===== config.mk =====
export PLATFORM = sky130hd
export DESIGN_NAME = pc_next_unit
export DESIGN_NICKNAME = d
export VERILOG_FILES = /design/src/rtl/pc_next_unit.sv
export SDC_FILE = /design/constraint.sdc
export NUM_CORES = 1
export LEC_CHECK = 0
export ABC_CLOCK_PERIOD_IN_PS = 2300
export BUFFER_PORTS_ARGS = -buffer_cell sky130_fd_sc_hd__buf_2
export CORE_MARGIN = 10
export CORE_UTILIZATION = 42
export DETAILED_ROUTE_END_ITERATION = 8
export GPL_TIMING_DRIVEN = 0
export PLACE_DENSITY = 0.76
export SYNTH_ARGS = -nofsm -noshare
export SYNTH_HDL_FRONTEND = slang
export SYNTH_SLANG_ARGS = --single-unit

===== constraint.sdc =====
create_clock -name clk -period 2.3 [get_ports clk]
set_clock_uncertainty 0.2 [all_clocks]
set_input_delay 0.46 -clock clk [delete_from_list [all_inputs] [get_ports clk]]
set_output_delay 0.46 -clock clk [all_outputs]
set_load 0.005 [all_outputs]

===== src/rtl/pc_next_unit.sv =====
module pc_next_unit #(
  parameter int AW = 16,
  parameter int BW = 8
) (
  input  logic          clk,
  input  logic          rst_n,
  input  logic          req_valid,
  input  logic [3:0]    req_op,
  input  logic [1:0]    req_len,
  input  logic [2:0]    req_cond,
  input  logic [2:0]    req_vec,
  input  logic [AW-1:0] req_target,
  input  logic [BW-1:0] hl_high,
  input  logic [BW-1:0] hl_low,
  input  logic [AW-1:0] pop_data,
  input  logic [BW-1:0] flags,
  input  logic          wake,
  output logic [AW-1:0] pc,
  output logic          push_req,
  output logic [AW-1:0] ret_addr,
  output logic          pop_req,
  output logic          halted,
  output logic          int_en
);
  localparam int FS = 7, FZ = 6, FP = 2, FC = 0;
  localparam logic [3:0] OP_SEQ = 4'd0, OP_JMP = 4'd1, OP_JCC = 4'd2, OP_CALL = 4'd3,
                         OP_CCC = 4'd4, OP_RET = 4'd5, OP_RCC = 4'd6, OP_RST = 4'd7,
                         OP_LHL = 4'd8, OP_HLT = 4'd9, OP_DI = 4'd10, OP_EI = 4'd11;

  logic          cond_ok;
  logic          take;
  logic [AW-1:0] seq_pc;
  logic [AW-1:0] vec_pc;
  logic [AW-1:0] nxt_pc;
  logic          nxt_push, nxt_pop;

  assign take   = req_valid && !halted;
  assign seq_pc = pc + AW'(req_len);
  assign vec_pc = AW'({req_vec, 3'b000});

  always_comb begin
    case (req_cond)
      3'd0: cond_ok = !flags[FZ];
      3'd1: cond_ok =  flags[FZ];
      3'd2: cond_ok = !flags[FC];
      3'd3: cond_ok =  flags[FC];
      3'd4: cond_ok = !flags[FP];
      3'd5: cond_ok =  flags[FP];
      3'd6: cond_ok = !flags[FS];
      default: cond_ok = flags[FS];
    endcase
  end

  always_comb begin
    nxt_pc   = seq_pc;
    nxt_push = 1'b0;
    nxt_pop  = 1'b0;
    case (req_op)
      OP_JMP:  nxt_pc = req_target;
      OP_JCC:  if (cond_ok) nxt_pc = req_target;
      OP_CALL: begin nxt_pc = req_target; nxt_push = 1'b1; end
      OP_CCC:  if (cond_ok) begin nxt_pc = req_target; nxt_push = 1'b1; end
      OP_RET:  begin nxt_pc = pop_data; nxt_pop = 1'b1; end
      OP_RCC:  if (cond_ok) begin nxt_pc = pop_data; nxt_pop = 1'b1; end
      OP_RST:  begin nxt_pc = vec_pc; nxt_push = 1'b1; end
      OP_LHL:  nxt_pc = {hl_high, hl_low};
      default: nxt_pc = seq_pc;
    endcase
  end

  always_ff @(posedge clk) begin
    if (!rst_n) begin
      pc       <= '0;
      push_req <= 1'b0;
      pop_req  <= 1'b0;
      ret_addr <= '0;
      halted   <= 1'b0;
      int_en   <= 1'b0;
    end else begin
      push_req <= take && nxt_push;
      pop_req  <= take && nxt_pop;
      if (halted && wake) halted <= 1'b0;
      if (take) begin
        pc <= nxt_pc;
        if (nxt_push) ret_addr <= seq_pc;
        if (req_op == OP_HLT) halted <= 1'b1;
        if (req_op == OP_DI)  int_en <= 1'b0;
        if (req_op == OP_EI)  int_en <= 1'b1;
      end
    end
  end


  halt_hold_chk: assert property (@(posedge clk) disable iff (!rst_n)
    (halted && !wake) |=> ($stable(pc) && !push_req && !pop_req));

  strobe_excl_chk: assert property (@(posedge clk) disable iff (!rst_n)
    !(push_req && pop_req));

  rst_vec_chk: assert property (@(posedge clk) disable iff (!rst_n)
    (req_valid && !halted && req_op == OP_RST) |=> (pc[2:0] == 3'b000 && pc[AW-1:6] == '0 && push_req));

  idle_hold_chk: assert property (@(posedge clk) disable iff (!rst_n)
    (!req_valid && !(halted && wake)) |=> ($stable(pc) && $stable(halted) && $stable(int_en) && !push_req && !pop_req));

  ie_clear_chk: assert property (@(posedge clk) disable iff (!rst_n)
    (req_valid && !halted && req_op == OP_DI) |=> !int_en);

  wake_chk: assert property (@(posedge clk) disable iff (!rst_n)
    (halted && wake) |=> (!halted && $stable(pc)));
endmodule


==> impl_results.rst, run 1 <==
.. list-table::
   :header-rows: 1

   * - Metric
     - Value
   * - Run status
     - completed
   * - Per-instance average area after synthesis
     - 8.108 um2
   * - RePlAce Congestion
     - 0.8953
   * - Drc violations
     - 0
   * - Count of max-cap constraint violations
     - 0
   * - Die outline width
     - 93.92 um
   * - Type of the worst setup path
     - primary input to register
   * - Global router's overall resource usage
     - 0.1881
   * - Share of flip-flops with an asynchronous set or reset
     - 0
   * - Number of buffers added by the clock tree synthesis step
     - 5
   * - Worst-Skew Late Latency
     - 0.29 ns
   * - Nets
     - 468
   * - Antenna fix cells
     - 0
   * - Number of placement rows
     - 26
   * - Max-slew headroom at the worst pin
     - 0.5372
   * - Final Hold Viols
     - 0
   * - Number of nets with antenna violations after routing
     - 0
   * - Cell types occupying the most area after synthesis
     - dfxtp_1 (31%), mux2i_1 (5.7%), o21ai_0 (5.7%), a221oi_1 (5.0%), a22oi_1 (4.3%)
   * - Area share of and/or/nand/nor cells after synthesis
     - 0.1947
   * - Total iterations of the first detailed-routing run
     - 5
   * - Worst setup margin
     - 0.03303 ns
   * - Yosys synthesis warning count
     - 0
   * - Met1 layer wirelength in the final routing
     - 3490 um
   * - Average via count per standard cell
     - 5.879
   * - Fin crit share
     - 0.9856
   * - Distinct cell type count of the synthesized netlist
     - 49
   * - Endpoints failing setup
     - 0
   * - Parity-gate share of the synthesized area counting xor and xnor cells
     - 0.06052
   * - Grt total ovfl
     - 0
   * - Maximum number of pins on one net before global-route repair
     - 11
   * - Highest metal used
     - met4
   * - Worst setup slack before clock tree synthesis
     - -0.3974 ns
   * - Post-Route WL
     - 8618 um
   * - Fill cells
     - 507
   * - Vert. Die Dim
     - 93.92 um
   * - Placed wire-length estimate
     - 6570 um
   * - Routed wire per std cell
     - 18.61 um
   * - Number of enable-type register cells in the synthesized netlist
     - 0
   * - Cell mode on critical path
     - buf_6
   * - Number of antenna violations at the first check in global routing
     - 0
   * - H-tree Lvls
     - 2
   * - Hold WS
     - 0.2090 ns
   * - Total of flip-flops plus latches after synthesis
     - 36
   * - Fraction of layout instances using a drive strength above 1
     - 0.3384
   * - Area of the core region
     - 5205 um2
   * - Die area
     - 8820 um2
   * - Largest fanout on the critical path
     - 8
   * - Top cell type's share of synthesized area
     - 0.3141
   * - Count of pins over their slew limit
     - 0
   * - Wire length of the first global-routing pass
     - 13,280 um
   * - Cell Area, Synth
     - 2295 um2
   * - Clock root buffer
     - clkbuf_8
   * - Time the final worst path needs with I/O delays and setup
     - 2.267 ns
   * - Number of placed instances with taps included
     - 455
   * - Routed met2 length
     - 3975 um
   * - Count of clock tree sinks
     - 36
   * - Worst path required time
     - 2.27 ns
   * - Met3 layer wire length in the routed design
     - 1022 um
   * - Setup crit end kind
     - register
   * - Crit path cell chain
     - buf_6 > mux4_2 > xor2_4 > o31a_1 > buf_6 > a221oi_1 > a21oi_1
   * - Violation count after the first detailed-routing iteration
     - 314
   * - Number of placed I/O pins
     - 108
   * - Slowest CP cell
     - mux4_2
   * - Slew at the pin with the worst max-slew slack
     - 0.6941 ns
   * - Delay of the slowest cell on the worst path
     - 0.55 ns
   * - Mux cell area share after synthesis
     - 0.07634
   * - RSZ-0062 raised after global routing
     - no
   * - CTS tree
     - built
   * - Arithmetic-cell share of the synthesized area counting full adders, half adders and majority gates
     - 0.01963
   * - Vias in the first global route
     - 2,640
   * - Net count of the mapped netlist
     - 358
   * - Post-synthesis instance total
     - 283
   * - Leading area contributor after synthesis
     - dfxtp_1
   * - Final Non-Filler Cells
     - 463
   * - Maximum operating frequency
     - 441.1 MHz
   * - Share of the yosys chip area belonging to registers
     - 0.3141
   * - Count of port buffers added during placement
     - 102
   * - Data arrival at the endpoint of the critical path
     - 2.24 ns
   * - Reported leakage power
     - 1.290 nW
   * - Most instantiated flip-flop cell in the synthesis netlist
     - dfxtp_1
   * - Starting utilization of the core area
     - 0.4409
   * - Clock slew seen by the registers of the worst setup and hold paths
     - 0.07 ns
   * - Compound-gate portion of the synthesized area
     - 0.2786
   * - Total vias in the final route
     - 2,722
   * - Total power per unit cell area
     - 519.7 nW/um2
   * - Area delta synth->final
     - 34.57%
   * - Maximum number of buffers from clock root to sink
     - 2
   * - Worst min path class
     - primary input to register
   * - Dominant combinational cell family by area after synthesis
     - compound AO/OA/AOI/OAI gates
   * - Critical Path Source Type
     - primary input
   * - Hold bufs inserted after CTS
     - 0
   * - Maximum VDD drop
     - 0.0003633 V
kinds of logic (layout without fill, tap and decap cells):
family          after synthesis  count (layout)
buf+inv                      30             140
compound gates               96              96
mux                          16              16
xor+xnor                     15              15
fa+ha+maj                     3               3
simple gates                 87              87
flops                        36              36
cells in the final DEF (no fill, tap or decap), types with 10 or more instances in the layout:
cell and instances:
buf_2 103, dfxtp_1 36, o21ai_0 25, nor2_1 23, a21oi_1 19, nand2_1 16, clkbuf_1 13, mux2i_1 13
a22oi_1 13, nand3_1 12, xnor2_1 11, a221oi_1 10
worst paths after layout:
check	end	cells past startpoint	slack, ns	from
max	pc[3]	7	0.03	req_cond[1]
max reg2reg	pc[15]	7	0.15	pc[2]
min	pc[4]	3	0.21	pop_data[4]
min reg2reg	ret_addr[15]	2	0.27	ret_addr[15]
repair_timing:
item / in CTS / in global routing
endpoints found under the hold margin: 0 / 0
resized for setup: 1 / 16
endpoints found under the setup margin: 10 / 16
buffers inserted: 2 / 1
pin swaps: 1 / 3
metal layers:
metal	vias to the layer above	global-route usage
li1	1286	-
met1	1281	0.2290
met2	143	0.2897
met3	12	0.08953
met4	0	0.04937
met5	-	0
layout make-up:
type | instances | area [um2] | area share
repair buffers | 105 | 549.3 | 0.1779
well taps | 70 | 87.58 | 0.02836
clock buffers | 7 | 96.34 | 0.03120
plain buffers | 22 | 106.4 | 0.03444
inverters | 6 | 22.52 | 0.007293
flip-flops and latches | 36 | 720.7 | 0.2334
multi-input cells | 217 | 1505 | 0.4874
flip-flops by register name (all words and copies together) (netlist names):
signal,cells
halted,1
int_en,1
pc,16
pop_req,1
push_req,1
ret_addr,16
metrics by stage:
step                      TNS, ns  instance area [um2]    util  power, mW
final                           0                 3088  0.5933      1.605
after global routing            0                 3088  0.5933      1.676
after CTS                       0                 3015  0.5793      1.575
after detailed placement   -7.602                 2893  0.5558      1.086
after global placement     -7.793                 2893  0.5558      1.081
after floorplan                 0                 2295       -     0.9185
critical path: cells and delay by family:
family,cells,cell delay (ns)
compound gates,3,0.74
mux,1,0.55
xor+xnor,1,0.24
buf+inv,2,0.23
synthesized netlist by cell type (5+ instances only):
master / n
a221oi_1: 13
xnor2_1: 11
nand4_1: 7
nand3_1: 12
nor2_1: 23
mux2i_1: 13
a21oi_1: 19
clkbuf_1: 15
dfxtp_1: 36
inv_1: 6
nor3_1: 5
o21ai_0: 26
nand2_1: 16
a22oi_1: 13
power breakdown:
group / total [mW] / internal [mW] / switching [mW] / leakage, nW
clock network: 0.493 / 0.267 / 0.226 / 0.0503
registers: 0.691 / 0.655 / 0.0361 / 0.294
logic: 0.422 / 0.188 / 0.234 / 0.946
total: 1.60 / 1.11 / 0.496 / 1.29
Note: power is estimated with default switching activity, not from simulation.
==> inputs of run 2 (changes only) <==
CORE_MARGIN = not set   (was 10)
==> impl_results.rst, run 2 (synthesis results as in run 1) <==
.. list-table::
   :header-rows: 1

   * - Metric
     - Value
   * - Run status
     - completed
   * - Worst setup margin
     - 0.05105 ns
   * - NetSw
     - 0.5184 mW
   * - Vert. Die Dim
     - 75.92 um
   * - Worst setup slack before clock tree synthesis
     - -0.4346 ns
   * - Count of pins over their slew limit
     - 0
   * - Count of port buffers added during placement
     - 102
   * - Clock group share of total power
     - 0.290
   * - Endpoints failing setup
     - 0
   * - Post-route cell area
     - 3095 um2
   * - Type of the worst setup path
     - primary input to register
   * - Worst min path class
     - primary input to register
   * - Crit path cell chain
     - buf_2 > mux4_2 > xor2_4 > o31a_4 > buf_6 > a221oi_4 > a21oi_1
   * - Largest fanout on the critical path
     - 10
   * - Share of power burned in combinational logic
     - 0.271
   * - Placed Instance Area
     - 2893 um2
   * - Number of placed I/O pins
     - 108
   * - Violation count after the first detailed-routing iteration
     - 226
   * - Leading cell type in the layout, fill and taps excluded
     - buf_2
   * - Post-Route WL
     - 7722 um
   * - Startpoint of the worst hold path
     - pop_data[3]
   * - Fin crit share
     - 0.9778
   * - Slew at the pin with the worst max-slew slack
     - 0.6440 ns
   * - Reported leakage power
     - 1.291 nW
   * - Routed wire per std cell
     - 16.61 um
   * - Reg2reg end
     - pc[11]
   * - Total power per unit cell area
     - 508.3 nW/um2
   * - Drc violations
     - 0
   * - Data arrival at the endpoint of the critical path
     - 2.22 ns
   * - Number of placement rows
     - 26
   * - Antenna fix cells
     - 0
   * - Global router's overall resource usage
     - 0.2582
   * - Time the final worst path needs with I/O delays and setup
     - 2.249 ns
   * - RePlAce Congestion
     - 0.9187
   * - Clock root buffer
     - clkbuf_8
   * - Number of nets with antenna violations after routing
     - 0
   * - Fraction of layout instances using a drive strength above 1
     - 0.3443
   * - Worst Reg-to-Reg Cells
     - 6
   * - Critical Path Source Type
     - primary input
   * - Placed wire-length estimate
     - 5553 um
   * - Die area
     - 5763 um2
   * - Number of antenna violations at the first check in global routing
     - 0
   * - Wire length of the first global-routing pass
     - 11,950 um
   * - Setup crit end kind
     - register
   * - Total vias in the final route
     - 2,708
   * - Reg-to-reg critical path startpoint
     - pc[1]
   * - Hold bufs inserted after CTS
     - 0
   * - Hold Path Sink
     - pc[3]
   * - Grt total ovfl
     - 0
   * - Worst-Skew Late Latency
     - 0.29 ns
   * - Worst path required time
     - 2.27 ns
   * - Maximum number of buffers from clock root to sink
     - 2
   * - Maximum VDD drop
     - 0.0003684 V
   * - Hold depth
     - 3
   * - Vias in the first global route
     - 2,497
   * - Largest registers
     - pc x16, ret_addr x16
   * - Max-slew headroom at the worst pin
     - 0.5707
   * - Final Hold Viols
     - 0
   * - Die outline width
     - 75.92 um
   * - Starting utilization of the core area
     - 0.4436
   * - Total iterations of the first detailed-routing run
     - 7
   * - Sequential group share of total power
     - 0.439
   * - Area of the core region
     - 5172 um2
   * - Number of buffers added by the clock tree synthesis step
     - 5
   * - CTS tree
     - built
   * - Nets
     - 469
   * - Clock slew seen by the registers of the worst setup and hold paths
     - 0.07 ns
   * - Top library cells by usage in the layout, fill and taps aside
     - buf_2 (105), dfxtp_1 (36), o21ai_0 (26), nor2_1 (23), a21oi_1 (19)
   * - Delay of the slowest cell on the worst path
     - 0.56 ns
   * - Slowest CP cell
     - mux4_2
   * - Maximum operating frequency
     - 444.7 MHz
   * - Maximum number of pins on one net before global-route repair
     - 13
   * - H-tree Lvls
     - 2
   * - Average via count per standard cell
     - 5.824
   * - Area delta synth->final
     - 34.90%
   * - Internal power
     - 1.055 mW
   * - Flop2flop setup slack
     - 0.13 ns
   * - Count of max-cap constraint violations
     - 0
   * - Count of clock tree sinks
     - 36
   * - Switching power as a share of total power
     - 0.3294
[run 2: cell count changes in the layout (fill, tap and decap cells not counted), moves of 2 or more]
cell      change
clkbuf_8      -2
buf_6         -4
clkinv_2      +2
buf_2         +2
a221oi_2      -2
buf_4         +2
[run 2: worst max-delay path by stage]
stage / startpoint / endpoint
4_1_cts: req_cond[1] / pc[8]
3_3_place_gp: req_cond[1] / pc[13]
6_report: req_cond[1] / pc[4]
2_1_floorplan: req_cond[1] / pc[4]
5_1_grt: req_cond[1] / pc[4]
3_5_place_dp: req_cond[1] / pc[13]
[run 2: cell type report]
type                       count  area, um2
tap                           70      87.58
inverter                       6      22.52
timing repair buffer         105      533.0
multi-input combinational    218       1541
clock inverter                 3      18.77
clock buffer                   5      68.82
sequential                    36      720.7
buffer                        22      102.6
fill                         471       2077
[run 2: power by group through the flow]
stage	Sequential, mW	Clock [mW]	Combinational [mW]
2_1_floorplan	0.700	0	0.219
3_3_place_gp	0.703	0	0.375
3_5_place_dp	0.703	0	0.378
4_1_cts	0.689	0.461	0.384
5_1_grt	0.696	0.488	0.460
6_report	0.691	0.456	0.427
[run 2: per-stage QoR]
step | total power, mW | setup TNS [ns] | hold WS [ns] | utilization | std cells
finish | 1.573 | 0 | 0.2217 | 0.5985 | 465
global route | 1.643 | -0.01332 | 0.2266 | 0.5985 | 465
CTS | 1.534 | 0 | 0.2162 | 0.5786 | 463
detailed placement | 1.082 | -8.957 | 0.2677 | 0.5593 | 455
global placement | 1.078 | -9.257 | 0.2581 | 0.5593 | 455
floorplan | 0.9185 | 0 | 0.2665 | - | 283
[run 2: worst max-delay path, delay by kind of cell]
family	cells	cell delay [ns]
muxes	1	0.56
buffers and inverters	2	0.27
AOI/OAI and AO/OA	3	0.69
xor gates and xnor gates	1	0.24
[run 2: timing repair]
item / CTS / global route
pin swaps: 0 / 3
gates resized for setup: 2 / 13
setup buffers: 0 / 3
gates cloned: 0 / 1
setup endpoints to repair: 14 / 16
[run 2: per-layer routing]
| metal | global-route usage | vias up | routed length (um) | share of wire |
|---|---|---|---|---|
| met5 | 0 | - | 0 | 0 |
| met4 | 0.07885 | 0 | 122 | 0.016 |
| met3 | 0.04458 | 17 | 653 | 0.085 |
| met2 | 0.4073 | 151 | 3548 | 0.46 |
| met1 | 0.3586 | 1249 | 3398 | 0.44 |
| li1 | - | 1291 | - | - |
==> inputs of run 3 (changes only) <==
CORE_ASPECT_RATIO = 1.2   (was not set)
==> impl_results.rst, run 3 (synthesis results as in run 1) <==
.. list-table::
   :header-rows: 1

   * - Metric
     - Value
   * - Placed Instance Area
     - 2883 um2
   * - Largest registers
     - pc x16, ret_addr x16
   * - Hold WS
     - 0.2119 ns
   * - Worst setup slack before clock tree synthesis
     - -0.3934 ns
   * - Vias in the first global route
     - 2,394
   * - Count of max-cap constraint violations
     - 0
   * - Grt total ovfl
     - 0
   * - Routed wire per std cell
     - 16.64 um
   * - Data arrival at the endpoint of the critical path
     - 2.21 ns
   * - Number of placed I/O pins
     - 108
   * - Violation count after the first detailed-routing iteration
     - 261
   * - Critical Path Source Type
     - primary input
   * - Overall power after layout
     - 1.659 mW
   * - Setup crit end kind
     - register
   * - RSZ-0062 raised after global routing
     - yes
   * - Type of the worst setup path
     - primary input to register
   * - Average via count per standard cell
     - 5.881
   * - Maximum number of pins on one net before global-route repair
     - 12
   * - Leading cell type in the layout, fill and taps excluded
     - buf_2
   * - RePlAce Congestion
     - 0.9471
   * - Maximum operating frequency
     - 447.8 MHz
   * - Area delta synth->final
     - 32.55%
   * - Die outline width
     - 69.48 um
   * - Count of pins over their slew limit
     - 0
   * - Post-layout util
     - 0.5781
   * - Maximum VDD drop
     - 0.0002905 V
   * - Count of clock tree sinks
     - 36
   * - Nets
     - 467
   * - Number of nets with antenna violations after routing
     - 0
   * - Total vias in the final route
     - 2,676
   * - Number of antenna violations at the first check in global routing
     - 0
   * - Endpoints failing setup
     - 0
   * - Clock root buffer
     - clkbuf_8
   * - H-tree Lvls
     - 2
   * - Number of placement rows
     - 29
   * - Area of the core region
     - 5261 um2
   * - Global router's overall resource usage
     - 0.2604
   * - Antenna fix cells
     - 0
   * - Total power per unit cell area
     - 545.3 nW/um2
   * - Placed wire-length estimate
     - 5572 um
   * - Worst path required time
     - 2.28 ns
   * - Number of buffers added by the clock tree synthesis step
     - 5
   * - Vert. Die Dim
     - 82.97 um
   * - Count of port buffers added during placement
     - 102
   * - Fraction of layout instances using a drive strength above 1
     - 0.3282
   * - Worst min path class
     - primary input to register
   * - Max-slew headroom at the worst pin
     - 0.5714
   * - Drc violations
     - 0
   * - Maximum number of buffers from clock root to sink
     - 2
   * - Worst setup margin
     - 0.06670 ns
   * - Top library cells by usage in the layout, fill and taps aside
     - buf_2 (105), dfxtp_1 (36), o21ai_0 (26), nor2_1 (23), a21oi_1 (19)
   * - Slew at the pin with the worst max-slew slack
     - 0.6429 ns
   * - Run status
     - completed
   * - Total iterations of the first detailed-routing run
     - 6
   * - Post-Route WL
     - 7569 um
   * - CTS tree
     - built
   * - Fill cells
     - 512
   * - Starting utilization of the core area
     - 0.4361
   * - Largest fanout on the critical path
     - 10
   * - Fin crit share
     - 0.9710
   * - Worst-Skew Late Latency
     - 0.29 ns
   * - Clock slew seen by the registers of the worst setup and hold paths
     - 0.08 ns
   * - Wire length of the first global-routing pass
     - 11,870 um
   * - Post-route cell area
     - 3042 um2
   * - Reported leakage power
     - 1.275 nW
   * - Time the final worst path needs with I/O delays and setup
     - 2.233 ns
   * - Final Hold Viols
     - 0
   * - Die area
     - 5764 um2
## run 3: timing repair
item / CTS / global route
buffers inserted: 2 / 0
resized for setup: 1 / 8
hold buffers: 0 / 0
setup endpoints to repair: 12 / 16
pin swaps: 1 / 0
## run 3: worst paths after layout
check | cells past startpoint | to | slack [ns] | startpoint
max | 7 | pc[6] | 0.07 | req_cond[1]
min | 3 | pc[15] | 0.21 | pop_data[15]
max reg2reg | 7 | pc[15] | 0.13 | pc[2]
min reg2reg | 2 | ret_addr[13] | 0.27 | ret_addr[13]
## run 3: layer usage
| metal | wire length (um) | global-route usage | vias to the layer above |
|---|---|---|---|
| met3 | 550 | 0.04854 | 13 |
| met1 | 3336 | 0.3478 | 1237 |
| met2 | 3520 | 0.4184 | 140 |
| met4 | 161 | 0.09091 | 0 |
| met5 | 0 | 0 | - |
| li1 | - | - | 1286 |
## run 3: cell type report
cell class	instances	area (um2)	share of cell area
plain buffers	22	102.6	0.03373
clock buffers	6	72.57	0.02386
well taps	62	77.57	0.02550
inverters	6	22.52	0.007404
clock inverters	2	35.03	0.01152
multi-input cells	217	1485	0.4883
repair buffers	104	525.5	0.1728
flip-flops and latches	36	720.7	0.2369
## run 3: through the flow
stage | TNS [ns] | std cells
after CTS | 0 | 457
final | 0 | 455
after detailed placement | -8.005 | 447
after global placement | -7.876 | 447
after floorplan | 0 | 283
after global routing | -0.009462 | 455
## run 3: critical path, stage by stage
cell	delay [ns]
buf_2	0.09
mux4_2	0.55
xor2_4	0.34
o31ai_4	0.14
buf_4	0.21
a221oi_1	0.30
a21oi_1	0.11
## run 3: report_power, final
part           switching (mW)  internal (mW)
clock                   0.245          0.322
sequential             0.0352          0.654
combinational           0.225          0.178
total                   0.504           1.15
